$ cat config.mk
export PLATFORM = sky130hd
export DESIGN_NAME = pcbrk_unit
export DESIGN_NICKNAME = d
export VERILOG_FILES = /design/src/rtl/pcbrk_pkg.sv /design/src/rtl/pcbrk_chan.sv /design/src/rtl/pcbrk_flags.sv /design/src/rtl/pcbrk_unit.sv
export SDC_FILE = /design/constraint.sdc
export NUM_CORES = 1
export LEC_CHECK = 0
export ABC_AREA = 1
export BUFFER_PORTS_ARGS = -buffer_cell sky130_fd_sc_hd__buf_2
export CORE_AREA = 2 2 82 84
export CTS_CLUSTER_SIZE = 30
export DETAILED_ROUTE_END_ITERATION = 12
export DIE_AREA = 0 0 84 86
export HOLD_SLACK_MARGIN = 0.1
export PLACE_DENSITY = 0.8
export REMOVE_ABC_BUFFERS = 1
export SETUP_SLACK_MARGIN = 0.2
export SLEW_MARGIN = 5
export SYNTH_ARGS = -nofsm -noshare
export SYNTH_HDL_FRONTEND = slang
export SYNTH_SLANG_ARGS = --single-unit
export TNS_END_PERCENT = 50
$ cat constraint.sdc
create_clock -name clk -period 1.54 [get_ports clk]
set_clock_uncertainty 0.15 [all_clocks]
set_input_delay 0.308 -clock clk [delete_from_list [all_inputs] [get_ports clk]]
set_output_delay 0.308 -clock clk [all_outputs]
set_load 0.01 [all_outputs]
$ cat src/rtl/pcbrk_pkg.sv
package pcbrk_pkg;
  parameter int unsigned PB_NCH    = 2;
  parameter int unsigned PB_ADDR_W = 24;

  function automatic int unsigned pb_sel_w(input int unsigned nch);
    return $clog2(nch + 2);
  endfunction
endpackage

$ cat src/rtl/pcbrk_chan.sv
module pcbrk_chan #(
  parameter int unsigned ADDR_W = 24
) (
  input  logic              clk,
  input  logic              rst_n,
  input  logic              addr_we,
  input  logic [ADDR_W-1:0] wdata,
  input  logic              en,
  input  logic              fetch_ok,
  input  logic [ADDR_W-1:0] fetch_addr,
  output logic [ADDR_W-1:0] brk_addr,
  output logic              hit
);
  always_ff @(posedge clk or negedge rst_n) begin
    if (!rst_n)       brk_addr <= '0;
    else if (addr_we) brk_addr <= wdata;
  end

  assign hit = fetch_ok && en && (fetch_addr == brk_addr);
endmodule

$ cat src/rtl/pcbrk_flags.sv
module pcbrk_flags #(
  parameter int unsigned NCH = 2
) (
  input  logic           clk,
  input  logic           rst_n,
  input  logic [NCH-1:0] hit,
  input  logic           st_rd,
  input  logic           st_wr,
  input  logic [NCH-1:0] st_wdata,
  output logic [NCH-1:0] flag,
  output logic [NCH-1:0] arm
);
  for (genvar i = 0; i < NCH; i++) begin : g_bit
    logic clr;
    assign clr = st_wr && !st_wdata[i] && arm[i];

    always_ff @(posedge clk or negedge rst_n) begin
      if (!rst_n) begin
        flag[i] <= 1'b0;
        arm[i]  <= 1'b0;
      end else begin
        if (hit[i])   flag[i] <= 1'b1;
        else if (clr) flag[i] <= 1'b0;
        if (st_wr)      arm[i] <= 1'b0;
        else if (st_rd) arm[i] <= flag[i];
      end
    end
  end
endmodule

$ cat src/rtl/pcbrk_unit.sv
module pcbrk_unit
  import pcbrk_pkg::*;
#(
  parameter  int unsigned NCH    = PB_NCH,
  parameter  int unsigned ADDR_W = PB_ADDR_W,
  localparam int unsigned SEL_W  = pb_sel_w(NCH)
) (
  input  logic              clk,
  input  logic              rst_n,
  input  logic              mod_stop,
  input  logic              cpu_bus,
  input  logic              fetch_vld,
  input  logic              fetch_exec,
  input  logic [ADDR_W-1:0] fetch_addr,
  input  logic [SEL_W-1:0]  reg_sel,
  input  logic              reg_rd,
  input  logic              reg_wr,
  input  logic [ADDR_W-1:0] reg_wdata,
  output logic [ADDR_W-1:0] reg_rdata,
  output logic              irq
);
  localparam logic [SEL_W-1:0] SEL_EN = SEL_W'(NCH);
  localparam logic [SEL_W-1:0] SEL_ST = SEL_W'(NCH + 1);

  logic                          live;
  logic                          fetch_ok;
  logic [NCH-1:0]                en_q;
  logic [NCH-1:0]                hit;
  logic [NCH-1:0]                flag_q;
  logic [NCH-1:0]                arm_q;
  logic [NCH-1:0][ADDR_W-1:0]    brk_addr;

  assign live     = !mod_stop;
  assign fetch_ok = live && fetch_vld && fetch_exec;

  for (genvar i = 0; i < NCH; i++) begin : g_ch
    logic we;
    assign we = live && reg_wr && (reg_sel == SEL_W'(i));
    pcbrk_chan #(.ADDR_W(ADDR_W)) u_ch (
      .clk       (clk),
      .rst_n     (rst_n),
      .addr_we   (we),
      .wdata     (reg_wdata),
      .en        (en_q[i]),
      .fetch_ok  (fetch_ok),
      .fetch_addr(fetch_addr),
      .brk_addr  (brk_addr[i]),
      .hit       (hit[i])
    );
  end

  always_ff @(posedge clk or negedge rst_n) begin
    if (!rst_n)                                  en_q <= '0;
    else if (live && reg_wr && reg_sel == SEL_EN) en_q <= reg_wdata[NCH-1:0];
  end

  pcbrk_flags #(.NCH(NCH)) u_flags (
    .clk     (clk),
    .rst_n   (rst_n),
    .hit     (hit),
    .st_rd   (live && reg_rd && reg_sel == SEL_ST),
    .st_wr   (live && reg_wr && reg_sel == SEL_ST),
    .st_wdata(reg_wdata[NCH-1:0]),
    .flag    (flag_q),
    .arm     (arm_q)
  );

  always_comb begin
    reg_rdata = '0;
    if (live) begin
      if (reg_sel == SEL_EN)      reg_rdata = ADDR_W'(en_q);
      else if (reg_sel == SEL_ST) reg_rdata = ADDR_W'(flag_q);
      else begin
        for (int i = 0; i < NCH; i++)
          if (reg_sel == SEL_W'(i)) reg_rdata = brk_addr[i];
      end
    end
  end

  always_ff @(posedge clk or negedge rst_n) begin
    if (!rst_n) irq <= 1'b0;
    else        irq <= live && cpu_bus && (|flag_q);
  end
endmodule

After elaboration in Yosys (flattened, before gate mapping). Index checks and enable logic that the tools add are counted.

Reduce and logical (&&, ||, !) cells: 27. Muxes and demuxes: 13. Equality and inequality tests: 5.

Operators by type and width (count): 24-bit 2-to-1 mux (5); 24-bit equality test (2); 1-bit logical AND (19); 1-bit 2-to-1 mux (8); 2-bit nonzero test (3); 2-bit equality test (second input constant) (2); 1-bit logical NOT (3); 2-bit by 1-bit equality test with 1-bit output (second input constant) (1); 2-bit logical NOT (1); 2-bit OR reduction (1).

Flip-flop bits (word level): 55. Input port bits: 58. Output and inout port bits: 25.

Depth between registers and ports, before layout. Gate-level depths: netlist (run 1).

Word-level depth: 7. Depth in mapped cells: 8. Mapped depth without buffers: 8.

Hierarchy. A second synthesis (run 1) with hierarchy kept.

Cell total of the unflattened synthesis: 535. Area total of the unflattened synthesis: 3490.8 um^2.

By module, submodules not included: pcbrk_chan (cells an instance 197, instances 2, area an instance 1341.3 um^2, sequential area each 600.6 um^2); pcbrk_unit (cells an instance 119, instances 1, area an instance 635.6 um^2, sequential area each 75.1 um^2); pcbrk_flags (cells an instance 22, instances 1, area an instance 172.7 um^2, sequential area each 100.1 um^2).

Worst setup path before layout (run 1). Ideal clock, no wire load.

Path type: input to output. Start point: input port reg_sel[0]. End point: output port reg_rdata[10]. Data arrival time: 966 ps. Required time: 1082 ps. Slack: 116 ps. Stages on the path: 6. Cell sequence: inv_2 > nand2_2 > inv_2 > buf_2 > nand2_1 > a21oi_1.

Cells in the longest elaborated chain, start to end: 6. Elaborated cells between the ends (all ways): 9.

RTL lines: from (decl) (line pcbrk_unit.sv:15) `input logic [SEL_W-1:0] reg_sel,`; 2-bit logical NOT (line pcbrk_unit.sv:75) `if (reg_sel == SEL_W'(i)) reg_rdata = brk_addr[i];`; 24-bit 2-to-1 mux (2 in a row) (line pcbrk_unit.sv:75); 24-bit 2-to-1 mux (line pcbrk_unit.sv:72) `else if (reg_sel == SEL_ST) reg_rdata = ADDR_W'(flag_q);`; 24-bit 2-to-1 mux (*) (line pcbrk_unit.sv:71) `if (reg_sel == SEL_EN) reg_rdata = ADDR_W'(en_q);`; 24-bit 2-to-1 mux (*) (line pcbrk_unit.sv:70) `if (live) begin`; to (decl) (line pcbrk_unit.sv:19) `output logic [ADDR_W-1:0] reg_rdata,`.

Mark *: on every way between the ends. The rest lies on a longest branch, timed or not.

Worst setup path in the final report (run 1).
Start point: input port reg_sel[0]. End point: output port reg_rdata[12].

The elaborated chain is that of the path after synthesis.

==> flow_summary.yaml, run 1 <==
grt:
  met1_usage_pct: 33.5
  grtUsageMet3_pct: 3.46
  grt_pass1_wl_um: 15400
  gr-usage-met2_pct: 46.8
  top_usage_layer: "met2"
  grt_max_degree: 56
  grt_usage_pct: 26.1
  grt_overflow: 0
  grt_pass1_vias: 3390
  antenna_found_initial: 0
power_and_ir_drop:
  power_mw: 4.45
  worst_ir_drop_vdd_v: 0.000642
  p_leak_nw: 2.55
  power_density_nw_per_um2: 940
drt:
  ant_nets: 0
  via_count: 3610
  drt_wl_total_um: 9820
  wl_per_cell_um: 14.2
  drtPass1Iterations: 5
  via_per_inst: 5.20
  drcViolationCount: 0
  drtIter0Drc: 255
outcome:
  violations: "negative setup slack"
  outcome: "finished with violations"
sta:
  post-route-min-period_ns: 1.67
  finalHoldViolCount: 0
  fin_crit_sh_pct: 108
  slew_violations: 0
  setup_viol: 24
  worst_pin_slew_ns: 0.301
  rsz0062_at_grt: "true"
  setup_slack_ns: -0.130
  clock.fmax_ghz: 0.599
  slew_headroom_pct: 80.0
synthesis:
  syn_avg_cell_area_um2: 6.73
  netlist_instances: 501
  synthTopCellsByArea: "dfrtp_1 41%, nand2_1 21%, inv_1 7.7%, o21ai_0 6.5%, nor2_1 4.2%"
  synth_warnings: 0
  yosysTopAreaCell: "dfrtp_1"
  ys_seq_area_share_pct: 40.8
  ys_types: 18
  ys_ff_latch: 55
  synth_area_um2: 3370
  synth.top_cell.area_share_pct: 40.8
die:
  row_count: 29
  initial_utilization_pct: 53.7
  fp.dieW_um: 84
  core-area_um2: 6280
  die_h_um: 86
  dieArea_um2: 7220
  ios: 83
cts:
  ctsHtreeMaxLevel: 2
  cts_sinks: 55
  clk_latency_ns: 0.31
  cts_inserted_buffers: 5
  cts_root_buf: "clkbuf_8"
  clk_path_buf_depth: 2
  clk_pin_slew_ns: 0.11
  tritoncts: "done"
placed_design:
  dp_slack_ns: -0.148
  place_area_um2: 4000
  place_hpwl_um: 6390
  place_congestion: 0.850
  io_buffers: 82
final_layout:
  fillers: 481
  drive_gt1_share_pct: 34.0
  fin_area_um2: 4730
  area_growth_pct: 40.5
  fin_nets: 674
  diodes: 0
setup_path:
  worstPathMaxFanout: 8
  slowest_delay_ns: 0.22
  cp_top_family: "buffers and inverters"
  startpoint_type: "input port"
  worstSetupPathType: "in -> out"
  crit_path_top_delay_cell: "nor2_4"
  crit_chain: "buf_8, inv_8, nor2_4, buf_6, nand2_2, a21oi_2, buf_2"
  cp_data_required_time_ns: 1.08
  crit_buf_inv: 4
  end_kind: "output port"
  crit_arrival_ns: 1.21
job:
  timing.max_cap.violations: 0
worst_hold_path:
  hold_class: "in -> reg"
[flip-flops by register name, summed over array words and instances (netlist names)]
register,flops
u_flags.arm,2
en_q,2
g_ch.u_ch.brk_addr,48
u_flags.flag,2
irq,1
[area by class of cell]
cell class / instances / area, um2 / area share, %
inverter: 74 / 300 / 6.34
sequential: 55 / 1380 / 29.1
clock buffer: 5 / 68.8 / 1.45
tap: 77 / 96.3 / 2.04
clock inverter: 3 / 67.6 / 1.43
multi-input combinational: 356 / 1860 / 39.3
timing repair buffer: 124 / 965 / 20.4
[power breakdown]
part	switching, mW	internal (mW)	leakage (nW)
clock	0.501	0.649	0.0644
combinational	0.705	0.612	1.79
sequential	0.293	1.69	0.698
[cells by family after synthesis]
group	share of synthesized area, %
simple gates	29.1
xor+xnor	2.34
flops	40.8
compound gates	16.1
buf+inv	11.6
[synth_stat cells (all sizes together)]
library cell and n:
nand2 198, o21ai 75, inv 74, dfrtp 55, nor2 39, a21oi 26
buf 13, nand3 9, xor2 7, clkbuf 3, xnor2 2
[final timing paths]
kind	from	to	slack (ns)	cells past startpoint
setup / recovery	reg_sel[0]	reg_rdata[12]	-0.13	7
hold / removal	reg_wdata[8]	g_ch[0].u_ch.brk_addr[8]	0.09	3
setup reg to reg	g_ch[0].u_ch.brk_addr[7]	u_flags.flag[0]	0.07	8
hold reg to reg	g_ch[0].u_ch.brk_addr[7]	g_ch[0].u_ch.brk_addr[7]	0.39	2
max in group asynchronous	rst_n	g_ch[1].u_ch.brk_addr[7]	0.62	3
min in group asynchronous	rst_n	g_ch[0].u_ch.brk_addr[20]	0.37	3
[per-layer routing]
metal | vias to the layer above | routed length, um
li1 | 1770 | -
met1 | 1704 | 4080
met2 | 120 | 5110
met3 | 16 | 467
met4 | 0 | 171
met5 | - | 0
[what timing repair did]
action                     CTS  global route
resized for setup           46            58
hold endpoints to repair    62             1
setup endpoints to repair   24            26
pin swaps                    9            24
gates cloned                 1             2
setup buffers               11             4
hold buffers                 7             1
[cells in the final DEF, fill, tap and decap left out, drive strengths merged]
master       synthesis  layout
nand2              198     198
buf                 13     114
o21ai               75      75
inv                 74      74
dfrtp               55      55
nor2                39      39
a21oi               26      26
nand3                9       9
dlygate4sd3          0       8
xor2                 7       7
clkbuf               3       7
xnor2                2       2
bufinv               0       2
clkinvlp             0       1
[worst min-delay path, cell delays in order]
cell and delay [ns]:
buf_2 0.09, inv_1 0.07, o21ai_2 0.06
[through the flow]
step | setup TNS [ns] | instances | util [%] | hold slack [ns]
6_report | -2.26 | 694 | 75.4 | 0.0941
5_1_grt | -3.31 | 694 | 75.4 | 0.109
4_1_cts | -1.15 | 687 | 70.8 | 0.101
3_5_place_dp | -1.46 | 660 | 63.6 | 0.180
3_3_place_gp | -1.14 | 660 | 63.6 | 0.172
2_1_floorplan | -0.103 | 485 | - | -0.138
No activity file was read; power rests on OpenSTA's default activity.
==> run 2, diff against run 1 <==
--- a/config.mk
+++ b/config.mk
@@ -6,6 +6,7 @@
 export NUM_CORES = 1
 export LEC_CHECK = 0
 export ABC_AREA = 1
+export ABC_CLOCK_PERIOD_IN_PS = 1540
 export BUFFER_PORTS_ARGS = -buffer_cell sky130_fd_sc_hd__buf_2
 export CORE_AREA = 2 2 82 84
 export CTS_CLUSTER_SIZE = 30
@@ -14,7 +15,7 @@
 export HOLD_SLACK_MARGIN = 0.1
 export PLACE_DENSITY = 0.8
 export REMOVE_ABC_BUFFERS = 1
-export SETUP_SLACK_MARGIN = 0.2
+export SETUP_SLACK_MARGIN = 0.4
 export SLEW_MARGIN = 5
 export SYNTH_ARGS = -nofsm -noshare
 export SYNTH_HDL_FRONTEND = slang
==> run 2 against run 1 <==
  * The flow still finishes with violations (negative setup slack)
  * Fmax hardly changed
  * Clock power is essentially flat
  * Global-route usage grew 0.33 points
  * Final cell count rose by 1.3%
  * Combinational power increased by 14%
  * Via count increased by 8.8%
  * Critical path depth decreased by 1
  * Non-clock buffer count rose by 9
  * Sequential share of layout area decreased by 2.2 points
  * Largest power group unchanged
==> flow_summary.yaml, run 2 (synthesis gave the netlist of run 1 again) <==
outcome:
  outcome: "finished with violations"
  violations: "negative setup slack"
final_layout:
  final_cell_mix: "133 x nand2_1, 80 x buf_2, 67 x inv_1, 52 x dfrtp_1, 32 x nand2_4"
  fin_util_pct: 81.7
  final_common_cell: "nand2_1"
  drive_gt1_share_pct: 41.4
  fin_nets: 683
  diodes: 0
  top_register: "g_ch.u_ch.brk_addr"
  fin_area_um2: 5130
  largest_register_ffs: 48
  area_growth_pct: 52.3
placed_design:
  dp_slack_ns: -0.148
  place_congestion: 0.850
  place_hpwl_um: 6390
  place_area_um2: 4000
  io_buffers: 82
setup_path:
  slowest_delay_ns: 0.23
  crit_path_top_delay_cell: "nor2_4"
  crit_top_cell: "buf_8"
  reg2reg_depth: 8
  r2r_end: "u_flags.flag[1]"
  crit_chain: "buf_8, nor2_4, buf_8, nand2_2, a21oi_2, buf_2"
  worstSetupPathType: "in -> out"
  r2r_slack_ns: 0.09
  end_kind: "output port"
  worstPathMaxFanout: 8
  worst-path-stages: 6
  worstReg2RegStart: "g_ch[1].u_ch.brk_addr[7]"
  cp_data_required_time_ns: 1.08
  cp_top_family: "buffers and inverters"
  startpoint_type: "input port"
  crit_arrival_ns: 1.21
  crit_buf_inv: 3
grt:
  grt_max_degree: 56
  grt_pass1_wl_um: 15500
  antenna_found_initial: 0
  grt_overflow: 0
  grt_usage_pct: 26.4
  grt_pass1_vias: 3425
power_and_ir_drop:
  worst_ir_drop_vdd_v: 0.000671
  switchingPower_mw: 1.68
  p_leak_nw: 2.76
  power.share.combinational_pct: 32.1
  clockPowerShare_pct: 24.4
  swShare_pct: 35.6
  seq_power_share_pct: 43.6
  p_int_mw: 3.04
  power_density_nw_per_um2: 919
cts:
  clk_path_buf_depth: 2
  clk_pin_slew_ns: 0.11
  cts_sinks: 55
  cts_inserted_buffers: 5
  cts_root_buf: "clkbuf_8"
  ctsHtreeMaxLevel: 2
  clk_latency_ns: 0.31
  tritoncts: "done"
drt:
  ant_nets: 0
  drcViolationCount: 0
  via_count: 3929
  drt_wl_total_um: 11800
  drtPass1Iterations: 5
  wl_per_cell_um: 16.8
  via_per_inst: 5.59
  drtIter0Drc: 325
sta:
  slew_violations: 0
  post-route-min-period_ns: 1.67
  worst_pin_slew_ns: 0.302
  slew_headroom_pct: 79.9
  clock.fmax_ghz: 0.598
  setup_slack_ns: -0.131
  setup_viol: 24
  finalHoldViolCount: 0
  fin_crit_sh_pct: 108
  rsz0062_at_grt: "true"
  worst_hold_slack_ns: 0.0955
worst_hold_path:
  hold_class: "in -> reg"
  hp-start: "reg_wdata[8]"
  hold_depth: 3
  hold_end: "g_ch[0].u_ch.brk_addr[8]"
die:
  die_h_um: 86
  fp.dieW_um: 84
  ios: 83
  core-area_um2: 6280
  row_count: 29
  initial_utilization_pct: 53.7
  dieArea_um2: 7220
job:
  timing.max_cap.violations: 0
## run 2: worst max path at each step
stage	from	slack, ns	to
after CTS	g_ch[0].u_ch.brk_addr[0]	-0.11	reg_rdata[0]
after detailed placement	reg_sel[1]	-0.15	reg_rdata[7]
after global routing	g_ch[1].u_ch.brk_addr[1]	-0.21	reg_rdata[1]
after floorplan	reg_sel[0]	-0.008	g_ch[1].u_ch.brk_addr[12]
after global placement	reg_sel[1]	-0.13	reg_rdata[7]
final	reg_sel[1]	-0.13	reg_rdata[19]
## run 2: worst min-delay path, cell delays in order
cell     delay [ns]
buf_2          0.09
inv_1          0.07
o21ai_2        0.06
## run 2: power groups by stage
stage / Clock, mW / Combinational [mW] / Sequential (mW)
after floorplan: 0 / 0.655 / 1.91
after global placement: 0 / 0.961 / 1.97
after detailed placement: 0 / 1.01 / 1.98
after CTS: 1.14 / 1.20 / 1.95
after global routing: 1.20 / 1.66 / 2.08
final: 1.15 / 1.51 / 2.05
## run 2: area by class of cell
cell class,instances,area [um2]
multi-input combinational,356,2080
clock buffer,5,68.8
inverter,74,300
tap,77,96.3
clock inverter,3,67.6
fill,367,1150
sequential,55,1380
timing repair buffer,133,1130
## run 2: what timing repair did
item / CTS / global route
pin swaps: 21 / 34
resized for setup: 64 / 114
gates cloned: 2 / 7
hold buffers: 7 / 1
endpoints found under the setup margin: 47 / 75
endpoints found under the hold margin: 62 / 1
buffers inserted: 13 / 5
## run 2: stage by stage
stage               setup TNS [ns]  power, mW  std cells
global route                 -3.20       4.93        703
global placement             -1.14       2.93        660
CTS                          -1.39       4.30        690
detailed placement           -1.46       2.99        660
finish                       -2.33       4.71        703
floorplan                   -0.103       2.56        485
## run 2: routing by layer
layer  track usage (%)  wire length, um  vias up
met5                 0                0        -
met4              6.89              462        0
met3              2.98              836       51
met2              47.1             6030      231
met1              34.4             4510     1853
li1                  -                -     1794
